**src/rtl/lfsr_pn_pkg.sv**
```systemverilog
// Shared types for the pseudo-noise shift-register generator.
// Assumes: nothing beyond the IEEE 1800-2017 language.
package lfsr_pn_pkg;

    // Feedback polarity applied to the tap parity.
    typedef enum logic {
        FB_XOR  = 1'b0,
        FB_XNOR = 1'b1
    } fb_mode_e;

endpackage

```
**src/rtl/lfsr_tap_parity.sv**
```systemverilog
// Feedback bit of a many-to-one shift register: the parity of the
// tapped state bits, inverted in XNOR mode.
// Assumes: TAPS[0] is set, so the output-end bit is always a tap.
module lfsr_tap_parity
    import lfsr_pn_pkg::*;
#(
    parameter int              WIDTH = 16,
    parameter logic [WIDTH-1:0] TAPS  = 16'h002D
) (
    input  logic [WIDTH-1:0] state_in,
    input  fb_mode_e         mode,
    output logic             feedback
);

    logic [WIDTH:0]   chain;
    logic [WIDTH-1:0] gated;

    // The chain starts at the mode bit, so XNOR comes out as inverted parity.
    assign chain[0] = (mode == FB_XNOR);

    // One gated term and one XOR stage per state bit.
    for (genvar i = 0; i < WIDTH; i++) begin : g_tap
        assign gated[i]   = state_in[i] & TAPS[i];
        assign chain[i+1] = chain[i] ^ gated[i];
    end

    assign feedback = chain[WIDTH];

endmodule

```
**src/rtl/lfsr_lock_detect.sv**
```systemverilog
// Flags a vector equal to the forbidden state of the feedback mode:
// all zeros in XOR mode, all ones in XNOR mode.
// Assumes: pure combinational logic, used for both the state and the seed.
module lfsr_lock_detect
    import lfsr_pn_pkg::*;
#(
    parameter int WIDTH = 16
) (
    input  logic [WIDTH-1:0] vec,
    input  fb_mode_e         mode,
    output logic             forbidden
);

    // Compare against the forbidden pattern of the selected mode.
    always_comb begin
        if (mode == FB_XNOR) forbidden = &vec;
        else                 forbidden = ~|vec;
    end

endmodule

```
**src/rtl/lfsr_state_core.sv**
```systemverilog
// State register with reset, seed load, step and lock-up recovery.
// Priority: reset, then seed load, then step.
// A forbidden seed, or a step from a forbidden state, loads the
// recovery constant of the mode and sets the sticky flag.
// Assumes: feedback and the forbidden flags come from the current
// state, seed and mode.
module lfsr_state_core
    import lfsr_pn_pkg::*;
#(
    parameter int WIDTH = 16
) (
    input  logic             clk,
    input  logic             rst_n,
    input  logic             step_en,
    input  logic             seed_load,
    input  fb_mode_e         mode,
    input  logic [WIDTH-1:0] seed_value,
    input  logic             feedback,
    input  logic             state_bad,
    input  logic             seed_bad,
    output logic [WIDTH-1:0] state_q,
    output logic             seen_q
);

    localparam logic [WIDTH-1:0] ONE_HOT_LOW = {{(WIDTH-1){1'b0}}, 1'b1};

    logic [WIDTH-1:0] recover_val;

    // Legal restart value of each mode; it is also the reset value.
    always_comb begin
        recover_val = (mode == FB_XNOR) ? '0 : ONE_HOT_LOW;
    end

    // State and sticky lock-up flag update.
    always_ff @(posedge clk) begin
        if (!rst_n) begin
            state_q <= recover_val;
            seen_q  <= 1'b0;
        end else if (seed_load) begin
            if (seed_bad) begin
                state_q <= recover_val;
                seen_q  <= 1'b1;
            end else begin
                state_q <= seed_value;
            end
        end else if (step_en) begin
            if (state_bad) begin
                state_q <= recover_val;
                seen_q  <= 1'b1;
            end else begin
                state_q <= {feedback, state_q[WIDTH-1:1]};
            end
        end
    end

endmodule

```
**src/rtl/lfsr_pn_gen.sv**
```systemverilog
// Pseudo-noise generator: a many-to-one shift register with run-time
// XOR/XNOR feedback, seeding, and lock-up detection and recovery.
// Assumes: TAP_MASK[0] is set. MIRROR=1 swaps in the mirrored tap set.
// State bit index i holds tap position WIDTH-i.
module lfsr_pn_gen
    import lfsr_pn_pkg::*;
#(
    parameter int               WIDTH    = 16,
    parameter logic [WIDTH-1:0] TAP_MASK = 16'h002D,
    parameter bit               MIRROR   = 1'b0
) (
    input  logic             clk,
    input  logic             rst_n,
    input  logic             step_en,
    input  logic             xnor_mode,
    input  logic             seed_load,
    input  logic [WIDTH-1:0] seed_value,
    output logic             pn_bit,
    output logic [WIDTH-1:0] state_out,
    output logic             lockup_now,
    output logic             lockup_seen
);

    // Mirror: index 0 stays, index i (tap WIDTH-i) moves to index WIDTH-i.
    function automatic logic [WIDTH-1:0] mirror_taps(input logic [WIDTH-1:0] m);
        logic [WIDTH-1:0] r;
        r    = '0;
        r[0] = m[0];
        for (int i = 1; i < WIDTH; i++) r[WIDTH-i] = m[i];
        return r;
    endfunction

    localparam logic [WIDTH-1:0] USED_TAPS = MIRROR ? mirror_taps(TAP_MASK) : TAP_MASK;

    fb_mode_e         mode;
    logic [WIDTH-1:0] state_q;
    logic             fb_bit;
    logic             state_bad;
    logic             seed_bad;
    logic             seen_q;

    assign mode = fb_mode_e'(xnor_mode);

    lfsr_tap_parity #(.WIDTH(WIDTH), .TAPS(USED_TAPS)) u_parity (
        .state_in (state_q),
        .mode     (mode),
        .feedback (fb_bit)
    );

    lfsr_lock_detect #(.WIDTH(WIDTH)) u_state_chk (
        .vec       (state_q),
        .mode      (mode),
        .forbidden (state_bad)
    );

    lfsr_lock_detect #(.WIDTH(WIDTH)) u_seed_chk (
        .vec       (seed_value),
        .mode      (mode),
        .forbidden (seed_bad)
    );

    lfsr_state_core #(.WIDTH(WIDTH)) u_core (
        .clk        (clk),
        .rst_n      (rst_n),
        .step_en    (step_en),
        .seed_load  (seed_load),
        .mode       (mode),
        .seed_value (seed_value),
        .feedback   (fb_bit),
        .state_bad  (state_bad),
        .seed_bad   (seed_bad),
        .state_q    (state_q),
        .seen_q     (seen_q)
    );

    assign state_out   = state_q;
    assign pn_bit      = state_q[0];
    assign lockup_now  = state_bad;
    assign lockup_seen = seen_q;

endmodule

```
**config.mk**
```make
export PLATFORM = sky130hd
export DESIGN_NAME = lfsr_pn_gen
export DESIGN_NICKNAME = d
export VERILOG_FILES = /design/src/rtl/lfsr_pn_pkg.sv /design/src/rtl/lfsr_tap_parity.sv /design/src/rtl/lfsr_lock_detect.sv /design/src/rtl/lfsr_state_core.sv /design/src/rtl/lfsr_pn_gen.sv
export SDC_FILE = /design/constraint.sdc
export NUM_CORES = 1
export LEC_CHECK = 0
export BUFFER_PORTS_ARGS = -buffer_cell sky130_fd_sc_hd__buf_2
export CAP_MARGIN = 30
export CORE_UTILIZATION = 35
export DETAILED_ROUTE_END_ITERATION = 6
export GPL_TIMING_DRIVEN = 0
export PLACE_DENSITY = 0.64
export SKIP_CTS_REPAIR_TIMING = 1
export SYNTH_ARGS = -nofsm -noshare
export SYNTH_HDL_FRONTEND = slang
export SYNTH_SLANG_ARGS = --single-unit
```
**constraint.sdc**
```tcl
create_clock -name clk -period 2.6 [get_ports clk]
set_input_delay 0.26 -clock clk [delete_from_list [all_inputs] [get_ports clk]]
set_output_delay 0.26 -clock clk [all_outputs]
set_load 0.02 [all_outputs]
```
==> flow_summary.ini <==
[status]
status = complete, no violations

[power_and_ir_drop]
power.total_uw = 664
peakVddDrop_mv = 0.291
p_leak_nw = 0.532
power_density_mw_per_mm2 = 529

[synthesis]
synth.yosys.seq_area_share = 0.504
ys_warn_count = 0
netlist_area_um2 = 993
synth.avg_cell_area_um2 = 11.7
synthCells = 85
synth.distinct_cells = 26
synth_seq_cells = 17
syn_nets = 106

[layout]
multi_input_area_um2 = 452
ff_latch_area_um2 = 500
nFillCells = 263
layout.nets = 150
area_delta_synth_final_pct = 26.2
drive_above_1_share = 0.398
num_antenna_cells = 0
final_core_util = 0.488

[setup_path]
reg2reg_slack_ns = 0.58
rr_worst_depth = 6
crit_type = reg -> out
cp_max_fo = 4
cp-end-kind = output pin
reg2reg_to = u_core.state_q[4]$_SDFFCE_PN0P_
critPathLaunchType = flop
r2r_start = u_core.state_q[12]$_SDFFCE_PN0P_
critPathRequiredTime_ns = 2.34
worstPathArrival_ns = 1.91

[clocking]
cts_root_buf = clkbuf_4
clk_pin_slew_ns = 0.11
cts.sinks = 17
htree_num_levels = 1
clkLatencyLatePin_ns = 0.30
clock_tree.buffer_depth = 2
cts_tree = yes
cts_buffers = 3

[global_routing]
grt_use_total = 0.174
grt_remaining_overflow = 0
grt_pass1_wl_um = 4190
grt_pass1_vias = 856
grt_max_degree = 17
antenna_found_initial = 0

[floorplan]
start_util = 0.387
core_mm2 = 0.00257
pin_count = 40
fp.dieH_um = 55.3
rows = 18
die_area_mm2 = 0.00306
die_x_um = 55.3

[timing]
tightest_slew_ns = 0.782
period_minus_slack_ns = 2.17
final.setup_skew_ns = 0.0103
finalCritPeriodShare = 0.835
rsz0062_at_grt = no
slew_headroom = 0.477
setup_viol_count_final = 0
setup_ws_ns = 0.428
drv_slew = 0
fin_setup_tns_ns = 0
max_freq_mhz = 460
hold_violations = 0
hold_ws_ns = 0.243

[hold_path]
whs_path_depth = 3
hold_path_class = in -> reg
min_to = u_core.seen_q$_SDFFE_PN0P_
hold_start = rst_n

[routing]
avgRoutedWirePerCell_um = 16.0
num_vias = 904
via_per_inst = 5.72
drtPass1Iterations = 4
wirelength_um = 2540
drc = 0
drt_iter0_drc = 42
antenna_left = 0

[job]
drv_cap = 0

[placed_design]
gp_congestion = 0.784
place_ws_ns = 0.602
dp_hpwl_um = 1970
port_buffers = 39
[worst max-delay path by stage]
stage	startpoint	endpoint	slack, ns	depth (start not counted)
floorplan	u_core.state_q[2]$_SDFFCE_PN0P_	u_core.state_q[4]$_SDFFCE_PN0P_	0.71	6
global placement	u_core.state_q[2]$_SDFFCE_PN0P_	u_core.state_q[8]$_SDFFCE_PN0P_	0.60	6
detailed placement	u_core.state_q[8]$_SDFFCE_PN0P_	u_core.state_q[4]$_SDFFCE_PN0P_	0.60	6
CTS	u_core.state_q[8]$_SDFFCE_PN0P_	lockup_now	0.42	5
global route	u_core.state_q[2]$_SDFFCE_PN0P_	lockup_now	0.32	5
finish	u_core.state_q[12]$_SDFFCE_PN0P_	lockup_now	0.43	5
[through the flow]
step	area, um2	std cells
floorplan	993	85
global placement	1230	154
detailed placement	1230	154
CTS	1250	158
global route	1250	158
finish	1250	158
[cell usage after synthesis]
master | number | area, um2
o21ba_2 | 1 | 10.0
xnor2_1 | 4 | 35.0
inv_1 | 3 | 11.3
edfxtp_1 | 16 | 480
nor4_1 | 6 | 37.5
a22o_1 | 15 | 131
nand2_1 | 3 | 11.3
nor4b_4 | 1 | 23.8
buf_4 | 1 | 7.51
nand4_1 | 7 | 43.8
buf_6 | 2 | 22.5
o211ai_1 | 1 | 7.51
o41ai_1 | 1 | 8.76
nor2_1 | 6 | 22.5
nor2b_1 | 1 | 6.26
o21ai_0 | 1 | 5.00
a21oi_1 | 1 | 5.00
nor3b_2 | 1 | 12.5
and3_1 | 2 | 12.5
a211oi_1 | 2 | 15.0
nand3_1 | 4 | 20.0
nor4_4 | 1 | 21.3
dfxtp_1 | 1 | 20.0
nor3_1 | 2 | 10.0
nand2b_1 | 1 | 6.26
nor2_2 | 1 | 6.26
[routing by layer]
metal / GRT usage / up-vias / routed length (um)
met5: 0 / - / 0
met1: 0.242 / 425 / 1160
met2: 0.262 / 41 / 1180
met3: 0.0304 / 6 / 157
li1: - / 432 / -
met4: 0.0857 / 0 / 40
[placed cells by master, fill, tap and decap left out, types with 2 or more instances in the layout]
cell | netlist | routed
a211oi_1 | 2 | 2
a22o_1 | 15 | 15
and3_1 | 2 | 2
buf_2 | 0 | 39
buf_6 | 2 | 2
clkbuf_4 | 0 | 3
edfxtp_1 | 16 | 16
inv_1 | 3 | 3
nand2_1 | 3 | 3
nand3_1 | 4 | 4
nand4_1 | 7 | 7
nor2_1 | 6 | 6
nor3_1 | 2 | 2
nor4_1 | 6 | 6
xnor2_1 | 4 | 4
[flip-flops by register name, indices dropped and copies added, names as in the netlist]
name and count:
u_core.seen_q 1, u_core.state_q 16
[critical path: stages, from the launching register on]
cell and delay [ns]:
edfxtp_1 0.48, nor4_1 0.34, nand4_1 0.19, nor4_4 0.29
nand2b_1 0.16, buf_2 0.16
[power by group]
| part | leakage (nW) | internal [mW] | switching (mW) |
|---|---|---|---|
| combinational | 0.325 | 0.0676 | 0.0886 |
| sequential | 0.189 | 0.330 | 0.0317 |
| clock | 0.0177 | 0.0573 | 0.0885 |
[cell families after synthesis]
group	after synthesis	share of synthesized area
AO/OA/AOI/OAI	22	0.184
AND/OR/NAND/NOR	36	0.236
XOR/XNOR	4	0.0353
flip-flops	17	0.504
buffers and inverters	6	0.0416
[cell type report]
| cell class | count | area share |
|---|---|---|
| Tap cell | 30 | 0.0299 |
| Buffer | 3 | 0.0240 |
| Timing Repair Buffer | 39 | 0.156 |
| Inverter | 3 | 0.00898 |
| Multi-Input combinational cell | 62 | 0.360 |
| Clock buffer | 3 | 0.0180 |
| Sequential cell | 17 | 0.399 |
| Clock inverter | 1 | 0.00399 |
Power figures use the tool's default switching activity.
